--- config.mk ---
export PLATFORM = sky130hd
export DESIGN_NAME = vbus_host_regs
export DESIGN_NICKNAME = d
export VERILOG_FILES = /design/src/rtl/vbus_host_pkg.sv /design/src/rtl/vbus_csr_bank.sv /design/src/rtl/vbus_cycle_engine.sv /design/src/rtl/vbus_host_regs.sv
export SDC_FILE = /design/constraint.sdc
export NUM_CORES = 1
export LEC_CHECK = 0
export ABC_AREA = 1
export BUFFER_PORTS_ARGS = -buffer_cell sky130_fd_sc_hd__buf_2
export CAP_MARGIN = 20
export CORE_MARGIN = 3
export CORE_UTILIZATION = 35
export DETAILED_ROUTE_END_ITERATION = 7
export GPL_TIMING_DRIVEN = 0
export PLACE_DENSITY = 0.65
export REMOVE_ABC_BUFFERS = 1
export SYNTH_ARGS = -nofsm -noshare
export SYNTH_HDL_FRONTEND = slang
export SYNTH_SLANG_ARGS = --single-unit
--- constraint.sdc ---
create_clock -name clk -period 2 [get_ports clk]
set_input_delay 0.3 -clock clk [delete_from_list [all_inputs] [get_ports clk]]
set_output_delay 0.3 -clock clk [all_outputs]
set_load 0.01 [all_outputs]
--- src/rtl/vbus_host_pkg.sv ---
package vbus_host_pkg;

  localparam int CH_N   = 4;
  localparam int CH_W   = $clog2(CH_N);
  localparam int TGT_W  = 12;

  localparam int ADDR_RD_BIT   = 13;
  localparam int CTRL_BUSY_BIT = 13;
  localparam int STAT_RDIS_BIT = 8;

  typedef enum logic [1:0] {
    IDX_ADDR = 2'd0,
    IDX_DATA = 2'd1,
    IDX_STAT = 2'd2,
    IDX_CTRL = 2'd3
  } reg_idx_e;

  // field order is decoded by software: channel 15:14, read 13, fifo 12
  typedef struct packed {
    logic [CH_W-1:0]  chan;
    logic             rd;
    logic             fifo;
    logic [TGT_W-1:0] tgt;
  } vaddr_t;

  localparam int VADDR_W = $bits(vaddr_t);

endpackage

--- src/rtl/vbus_csr_bank.sv ---
module vbus_csr_bank
  import vbus_host_pkg::*;
#(
  parameter int DATA_W     = 32,
  parameter int WAIT_W     = 4,
  parameter int RESET_WAIT = 15
) (
  input  logic              clk,
  input  logic              rst_n,
  input  logic              cpu_sel,
  input  logic              cpu_wr,
  input  logic [1:0]        cpu_addr,
  input  logic [DATA_W-1:0] cpu_wdata,
  output logic [DATA_W-1:0] cpu_rdata,
  input  logic              busy,
  input  logic [DATA_W-1:0] cap_data,
  input  logic              tmo_evt,
  input  logic [CH_W-1:0]   tmo_chan,
  output vaddr_t            addr_q,
  output logic [WAIT_W-1:0] wait_q,
  output logic              rdis_q,
  output logic [CH_N-1:0]   flags_q
);

  vaddr_t            addr_d;
  logic [WAIT_W-1:0] wait_d;
  logic              rdis_d;
  logic [CH_N-1:0]   flags_d;
  logic              wr_stb;
  logic              addr_en, wait_en, stat_en;

  assign wr_stb  = cpu_sel && cpu_wr;
  assign addr_en = wr_stb && (cpu_addr == IDX_ADDR);
  assign stat_en = wr_stb && (cpu_addr == IDX_STAT);
  assign wait_en = wr_stb && (cpu_addr == IDX_CTRL);

  always_comb begin
    addr_d  = addr_en ? vaddr_t'(cpu_wdata[VADDR_W-1:0]) : addr_q;
    wait_d  = wait_en ? cpu_wdata[WAIT_W-1:0] : wait_q;
    rdis_d  = stat_en ? cpu_wdata[STAT_RDIS_BIT] : rdis_q;
    flags_d = stat_en ? (flags_q & ~cpu_wdata[CH_N-1:0]) : flags_q;
    if (tmo_evt) flags_d[tmo_chan] = 1'b1;
  end

  always_ff @(posedge clk or negedge rst_n) begin
    if (!rst_n) begin
      addr_q  <= '0;
      wait_q  <= WAIT_W'(RESET_WAIT);
      rdis_q  <= 1'b1;
      flags_q <= '0;
    end else begin
      addr_q  <= addr_d;
      wait_q  <= wait_d;
      rdis_q  <= rdis_d;
      flags_q <= flags_d;
    end
  end

  always_comb begin
    cpu_rdata = '0;
    unique case (cpu_addr)
      IDX_ADDR: cpu_rdata[VADDR_W-1:0] = addr_q;
      IDX_DATA: cpu_rdata = cap_data;
      IDX_STAT: begin
        cpu_rdata[CH_N-1:0]     = flags_q;
        cpu_rdata[STAT_RDIS_BIT] = rdis_q;
      end
      default: begin
        cpu_rdata[WAIT_W-1:0]    = wait_q;
        cpu_rdata[CTRL_BUSY_BIT] = busy;
      end
    endcase
  end

  // the timed-out channel's flag is up one edge later
  assert_flag_on_timeout_R8: assert property (@(posedge clk) disable iff (!rst_n)
    tmo_evt |=> flags_q[$past(tmo_chan)]);

  for (genvar c = 0; c < CH_N; c++) begin : g_w1c
    // a one written to a flag clears it unless a timeout sets it
    assert_w1c_clears_R9: assert property (@(posedge clk) disable iff (!rst_n)
      (stat_en && cpu_wdata[c] && !(tmo_evt && tmo_chan == CH_W'(c))) |=> !flags_q[c]);
    // a zero written leaves the flag as it was
    assert_w0_keeps_R9: assert property (@(posedge clk) disable iff (!rst_n)
      (stat_en && !cpu_wdata[c] && flags_q[c]) |=> flags_q[c]);
  end

endmodule

--- src/rtl/vbus_cycle_engine.sv ---
module vbus_cycle_engine
  import vbus_host_pkg::*;
#(
  parameter int DATA_W = 32,
  parameter int WAIT_W = 4
) (
  input  logic              clk,
  input  logic              rst_n,
  input  logic              launch,
  input  logic              launch_rd,
  input  vaddr_t            launch_addr,
  input  logic [DATA_W-1:0] launch_wdata,
  input  logic [WAIT_W-1:0] max_wait,
  input  logic              pb_ack,
  input  logic [DATA_W-1:0] pb_rdata,
  output logic              busy,
  output logic              pb_we,
  output vaddr_t            cyc_addr,
  output logic [DATA_W-1:0] pb_wdata,
  output logic [DATA_W-1:0] cap_data,
  output logic              tmo_evt
);

  logic              busy_q, busy_d;
  logic              we_q, we_d;
  vaddr_t            cyc_q, cyc_d;
  logic [DATA_W-1:0] wdata_q, wdata_d;
  logic [DATA_W-1:0] cap_q, cap_d;
  logic [WAIT_W-1:0] lim_q, lim_d;
  logic [WAIT_W-1:0] cnt_q, cnt_d;
  logic              accept;

  assign accept  = launch && !busy_q;
  assign tmo_evt = busy_q && !pb_ack && (cnt_q == lim_q);

  always_comb begin
    busy_d  = busy_q;
    we_d    = we_q;
    cyc_d   = cyc_q;
    wdata_d = wdata_q;
    cap_d   = cap_q;
    lim_d   = lim_q;
    cnt_d   = cnt_q;
    if (accept) begin
      busy_d = 1'b1;
      we_d   = !launch_rd;
      cyc_d  = launch_addr;
      lim_d  = max_wait;
      cnt_d  = '0;
      if (!launch_rd) wdata_d = launch_wdata;
    end else if (busy_q) begin
      if (pb_ack) begin
        busy_d = 1'b0;
        if (!we_q) cap_d = pb_rdata;
      end else if (tmo_evt) begin
        busy_d = 1'b0;
      end else begin
        cnt_d = cnt_q + 1'b1;
      end
    end
  end

  always_ff @(posedge clk or negedge rst_n) begin
    if (!rst_n) begin
      busy_q  <= 1'b0;
      we_q    <= 1'b0;
      cyc_q   <= '0;
      wdata_q <= '0;
      cap_q   <= '0;
      lim_q   <= '0;
      cnt_q   <= '0;
    end else begin
      busy_q  <= busy_d;
      we_q    <= we_d;
      cyc_q   <= cyc_d;
      wdata_q <= wdata_d;
      cap_q   <= cap_d;
      lim_q   <= lim_d;
      cnt_q   <= cnt_d;
    end
  end

  assign busy     = busy_q;
  assign pb_we    = we_q;
  assign cyc_addr = cyc_q;
  assign pb_wdata = wdata_q;
  assign cap_data = cap_q;

  // an acknowledge ends the cycle at the next edge
  assert_ack_ends_R4: assert property (@(posedge clk) disable iff (!rst_n)
    (busy_q && pb_ack) |=> !busy_q);
  // acknowledged read captures the peripheral data
  assert_read_capture_R7: assert property (@(posedge clk) disable iff (!rst_n)
    (busy_q && pb_ack && !we_q) |=> (cap_q == $past(pb_rdata)));
  // timeout ends the cycle and keeps captured data
  assert_timeout_keeps_R8: assert property (@(posedge clk) disable iff (!rst_n)
    tmo_evt |=> (!busy_q && $stable(cap_q)));
  // latched cycle fields hold while busy
  assert_busy_ignores_R10: assert property (@(posedge clk) disable iff (!rst_n)
    busy_q |=> ($stable(cyc_q) && $stable(wdata_q)));

endmodule

--- src/rtl/vbus_host_regs.sv ---
module vbus_host_regs
  import vbus_host_pkg::*;
#(
  parameter int DATA_W     = 32,
  parameter int WAIT_W     = 4,
  parameter int RESET_WAIT = 15
) (
  input  logic              clk,
  input  logic              rst_n,
  input  logic              cpu_sel,
  input  logic              cpu_wr,
  input  logic [1:0]        cpu_addr,
  input  logic [DATA_W-1:0] cpu_wdata,
  output logic [DATA_W-1:0] cpu_rdata,
  output logic              pb_req,
  output logic              pb_we,
  output logic [1:0]        pb_chan,
  output logic [11:0]       pb_addr,
  output logic              pb_fifo,
  output logic [DATA_W-1:0] pb_wdata,
  input  logic              pb_ack,
  input  logic [DATA_W-1:0] pb_rdata
);

  vaddr_t            addr_q;
  vaddr_t            cyc_addr;
  logic [WAIT_W-1:0] wait_q;
  logic              rdis_q;
  logic [CH_N-1:0]   flags_q;
  logic              busy;
  logic [DATA_W-1:0] cap_data;
  logic              tmo_evt;
  logic              rd_stb, wr_stb, launch;

  assign rd_stb = cpu_sel && !cpu_wr && (cpu_addr == IDX_DATA);
  assign wr_stb = cpu_sel &&  cpu_wr && (cpu_addr == IDX_DATA);
  assign launch = (wr_stb && !addr_q.rd) || (rd_stb && !rdis_q && addr_q.rd);

  vbus_csr_bank #(
    .DATA_W     (DATA_W),
    .WAIT_W     (WAIT_W),
    .RESET_WAIT (RESET_WAIT)
  ) i_csr (
    .clk       (clk),
    .rst_n     (rst_n),
    .cpu_sel   (cpu_sel),
    .cpu_wr    (cpu_wr),
    .cpu_addr  (cpu_addr),
    .cpu_wdata (cpu_wdata),
    .cpu_rdata (cpu_rdata),
    .busy      (busy),
    .cap_data  (cap_data),
    .tmo_evt   (tmo_evt),
    .tmo_chan  (cyc_addr.chan),
    .addr_q    (addr_q),
    .wait_q    (wait_q),
    .rdis_q    (rdis_q),
    .flags_q   (flags_q)
  );

  vbus_cycle_engine #(
    .DATA_W (DATA_W),
    .WAIT_W (WAIT_W)
  ) i_engine (
    .clk          (clk),
    .rst_n        (rst_n),
    .launch       (launch),
    .launch_rd    (!cpu_wr),
    .launch_addr  (addr_q),
    .launch_wdata (cpu_wdata),
    .max_wait     (wait_q),
    .pb_ack       (pb_ack),
    .pb_rdata     (pb_rdata),
    .busy         (busy),
    .pb_we        (pb_we),
    .cyc_addr     (cyc_addr),
    .pb_wdata     (pb_wdata),
    .cap_data     (cap_data),
    .tmo_evt      (tmo_evt)
  );

  assign pb_req  = busy;
  assign pb_chan = cyc_addr.chan;
  assign pb_addr = cyc_addr.tgt;
  assign pb_fifo = cyc_addr.fifo;

  // enabled data read with read marker starts a read cycle
  assert_read_launch_R5: assert property (@(posedge clk) disable iff (!rst_n)
    (rd_stb && !rdis_q && addr_q.rd && !busy) |=> (pb_req && !pb_we));
  // disabled data read starts nothing
  assert_read_disabled_R6: assert property (@(posedge clk) disable iff (!rst_n)
    (rd_stb && rdis_q && !busy) |=> !pb_req);
  // data write with read marker clear starts a write cycle
  assert_write_launch_R3: assert property (@(posedge clk) disable iff (!rst_n)
    (wr_stb && !addr_q.rd && !busy) |=> (pb_req && pb_we && pb_wdata == $past(cpu_wdata)));

endmodule

==> summary.json <==
{
  "fillCellCount": {"value": 1305},
  "synth_most_common_cell": {"value": "nand2_1"},
  "drt.antenna.violating_nets": {"value": 0},
  "worst-slew-pin-transition": {"value": 0.688, "unit": "ns"},
  "status": {"value": "completed"},
  "skew": {"value": 0.00899, "unit": "ns"},
  "globalRouteOverflowTotal": {"value": 0},
  "syn-cell-area": {"value": 0.00487, "unit": "mm^2"},
  "cts_made_buffers": {"value": 17},
  "totalNegativeSetupSlack": {"value": 0, "unit": "ns"},
  "cp_data_required_time": {"value": 1.70, "unit": "ns"},
  "clk_pin_slew": {"value": 0.05, "unit": "ns"},
  "synth.yosys.warnings": {"value": 0},
  "netlist_instances": {"value": 543},
  "synth_compound_area_share": {"value": 11.7, "unit": "%"},
  "drt_iter0_markers": {"value": 234},
  "final.hold.worst_slack": {"value": 0.0882, "unit": "ns"},
  "synthesis.area_per_instance": {"value": 8.98, "unit": "um^2"},
  "number_of_enable_type_register_cells_in_the_synthesized_netlist": {"value": 0},
  "groute.usage.overall": {"value": 17.9, "unit": "%"},
  "dominant_combinational_cell_family_by_area_after_synthesis": {"value": "simple AND/OR/NAND/NOR gates"},
  "critPathMaxFanout": {"value": 18},
  "detailed_place_hpwl": {"value": 8.78, "unit": "mm"},
  "maxCapViolations": {"value": 0},
  "finalSetupViolations": {"value": 0},
  "drcViolationCount": {"value": 0},
  "grt_antenna_before_repair": {"value": 0},
  "post_synth_and_or_nand_nor_area_fraction": {"value": 18.3, "unit": "%"},
  "post-route-util": {"value": 48.2, "unit": "%"},
  "finish.net_count": {"value": 772},
  "clock_latency": {"value": 0.41, "unit": "ns"},
  "first_global_vias": {"value": 4111},
  "final_layout_size_suffix_gt1_share": {"value": 31.3, "unit": "%"},
  "power.switching_fraction": {"value": 30.0, "unit": "%"},
  "hold_path.class": {"value": "input port to flip-flop"},
  "hold_start": {"value": "cpu_wdata[20]"},
  "die_h": {"value": 124, "unit": "um"},
  "synth_top_area_share": {"value": 56.0, "unit": "%"},
  "power.share.sequential": {"value": 40.9, "unit": "%"},
  "power.share.clock": {"value": 35.6, "unit": "%"},
  "setup.worst_path.start": {"value": "cpu_addr[1]"},
  "power.static_leakage": {"value": 0.00349, "unit": "uW"},
  "drt_pre_antenna_iters": {"value": 6},
  "multiInputGateArea": {"value": 0.00171, "unit": "mm^2"},
  "root_buffer": {"value": "clkbuf_16"},
  "layout.area.seq": {"value": 0.00286, "unit": "mm^2"},
  "timing.final.crit_period": {"value": 1.90, "unit": "ns"},
  "final-hold-violation-count": {"value": 0},
  "drt_total_wl": {"value": 13.0, "unit": "mm"},
  "synth-adder-area-share": {"value": 0.257, "unit": "%"},
  "maximum_number_of_pins_on_one_net_before_global_route_repair": {"value": 73},
  "area_growth": {"value": 33.1, "unit": "%"},
  "synth.ff_latch_count": {"value": 114},
  "die_width": {"value": 124, "unit": "um"},
  "power_density": {"value": 1330, "unit": "mW/mm^2"},
  "grt_pass1_wl": {"value": 20.6, "unit": "mm"},
  "crit_end_category": {"value": "output port"},
  "port-buffer-count": {"value": 151},
  "routabilityCongestion": {"value": 0.793},
  "list_of_most_frequent_post_synthesis_cells": {"value": "nand2_1 (150), dfrtp_1 (109), o21ai_0 (66)"},
  "biggest_area_contributors_in_the_synthesized_netlist": {"value": "dfrtp_1 (56%), nand2_1 (12%), o21ai_0 (6.8%)"},
  "comb_power_share": {"value": 23.5, "unit": "%"},
  "netlist.top_cell.by_area": {"value": "dfrtp_1"},
  "synth.area.mux_share": {"value": 3.93, "unit": "%"},
  "max-vdd-ir-drop": {"value": 0.597, "unit": "mV"},
  "synth-async-reset-ratio": {"value": 100, "unit": "%"},
  "layout_worst_path_cycle_share": {"value": 94.8, "unit": "%"},
  "insertedDiodeCount": {"value": 0},
  "worstReg2RegStart": {"value": "i_csr.rdis_q"},
  "fmax": {"value": 0.527, "unit": "GHz"},
  "worst_ep_arrival_time": {"value": 1.60, "unit": "ns"},
  "synth.distinct_cells": {"value": 25},
  "ys_seq_area_share": {"value": 58.6, "unit": "%"},
  "wire_per_inst": {"value": 14.6, "unit": "um"},
  "design.die.area": {"value": 0.0154, "unit": "mm^2"},
  "criticalPathCategory": {"value": "input port to output port"},
  "worst_setup_path_start_kind": {"value": "input port"},
  "cts_tree": {"value": "yes"},
  "cell_internal_power_dissipation": {"value": 6020, "unit": "uW"},
  "drv_slew": {"value": 0},
  "io-pin-count": {"value": 152},
  "power.switching": {"value": 2580, "unit": "uW"},
  "cts.htree.levels": {"value": 4},
  "setup_repair_after_global_routing_missed_its_margin": {"value": "no"},
  "tritoncts_num_sinks": {"value": 114},
  "synth_top_flop_cell": {"value": "dfrtp_1"},
  "core_region_area": {"value": 0.0135, "unit": "mm^2"},
  "row_count": {"value": 42},
  "slew-limit-headroom": {"value": 54.0, "unit": "%"},
  "clock_tree.buffer_depth": {"value": 2},
  "initial_core_util": {"value": 36.2, "unit": "%"},
  "num_vias": {"value": 4155},
  "vias_per_cell": {"value": 4.67},
  "synth-xor-area-share": {"value": 0.180, "unit": "%"}
}
-- metal layers --
| layer | share of wire, % | global-route usage [%] | up-vias |
|---|---|---|---|
| li1 | - | - | 2050 |
| met1 | 42 | 21.6 | 1955 |
| met2 | 48 | 28.9 | 139 |
| met3 | 8.6 | 7.49 | 11 |
| met4 | 1.2 | 6.09 | 0 |
| met5 | 0 | 0 | - |
-- path summary, 6_finish.rpt --
check,end,slack (ns),cells after the start
max,cpu_rdata[13],0.10,8
min,i_engine.pb_wdata[20],0.09,3
max reg2reg,i_engine.pb_wdata[2],0.28,5
min reg2reg,i_engine.pb_wdata[31],0.47,2
max in group asynchronous,i_csr.wait_q[3],0.76,3
min in group asynchronous,i_engine.pb_wdata[12],0.42,2
-- kinds of logic (layout without fill, tap and decap cells) --
family          after synthesis  in the layout
simple gates                221            222
fa+ha+maj                     1              1
mux                          17             17
buf+inv                      82            251
xor+xnor                      1              1
compound gates              107            107
flops                       114            114
-- critical path, cell delays in order --
cell and delay (ns):
buf_2 0.11, inv_1 0.06, nand2_2 0.36, clkinvlp_4 0.20
buf_4 0.18, nand2_1 0.09, o211ai_1 0.12, buf_2 0.17
-- state kept, by name (all words and copies together), names as in the netlist --
name	cells
i_csr.wait_q	4
i_engine.cyc_addr	15
i_csr.addr_q	16
i_engine.pb_we	1
i_csr.flags_q	4
i_engine.cnt_q	4
i_csr.rdis_q	1
i_engine.cap_data	32
i_engine.lim_q	4
i_engine.busy	1
i_engine.pb_wdata	32
-- cell usage in the layout, fill, tap and decap left out, types with 4 or more instances in the layout --
master | Yosys | routed
o21a_1 | 5 | 5
nand4_1 | 4 | 4
inv_1 | 58 | 56
buf_4 | 0 | 8
dfrtp_1 | 109 | 109
dfstp_2 | 5 | 5
nor2_1 | 52 | 52
o2111ai_1 | 4 | 4
buf_2 | 4 | 150
mux2_2 | 17 | 17
nand2_1 | 150 | 147
a21oi_1 | 26 | 26
clkinv_2 | 0 | 5
clkbuf_16 | 0 | 17
o21ai_0 | 66 | 66
nand3_1 | 9 | 8
-- timing repair --
item,CTS,global route
pin swaps,2,0
endpoints found under the hold margin,42,0
cloned,1,0
setup endpoints to repair,64,27
setup buffers,6,1
gates resized for setup,4,3
hold buffers,1,0
-- power by group through the flow --
stage               clock, uW  combinational, uW  sequential [uW]
floorplan                   0               1030             3630
global placement            0               1940             3510
detailed placement          0               2020             3550
CTS                      3130               2050             3520
global route             3270               2310             3610
finish                   3060               2020             3520
-- area by class of cell --
class,count,share of cell area (%)
Timing Repair Buffer,161,13.4
Sequential cell,114,44.1
Clock buffer,22,7.31
Tap cell,176,3.39
Clock inverter,10,2.03
Multi-Input combinational cell,348,26.3
Inverter,58,3.47
-- through the flow --
stage	instance area, um^2	cells	power (uW)	worst slack (ns)
finish	6490	889	8600	0.103
CTS	6460	888	8700	0.0337
detailed placement	5780	848	5580	-0.853
floorplan	4750	519	4650	-0.112
global placement	5730	846	5450	-0.846
global route	6490	889	9190	0.0227
(Power assumes the default switching activity.)
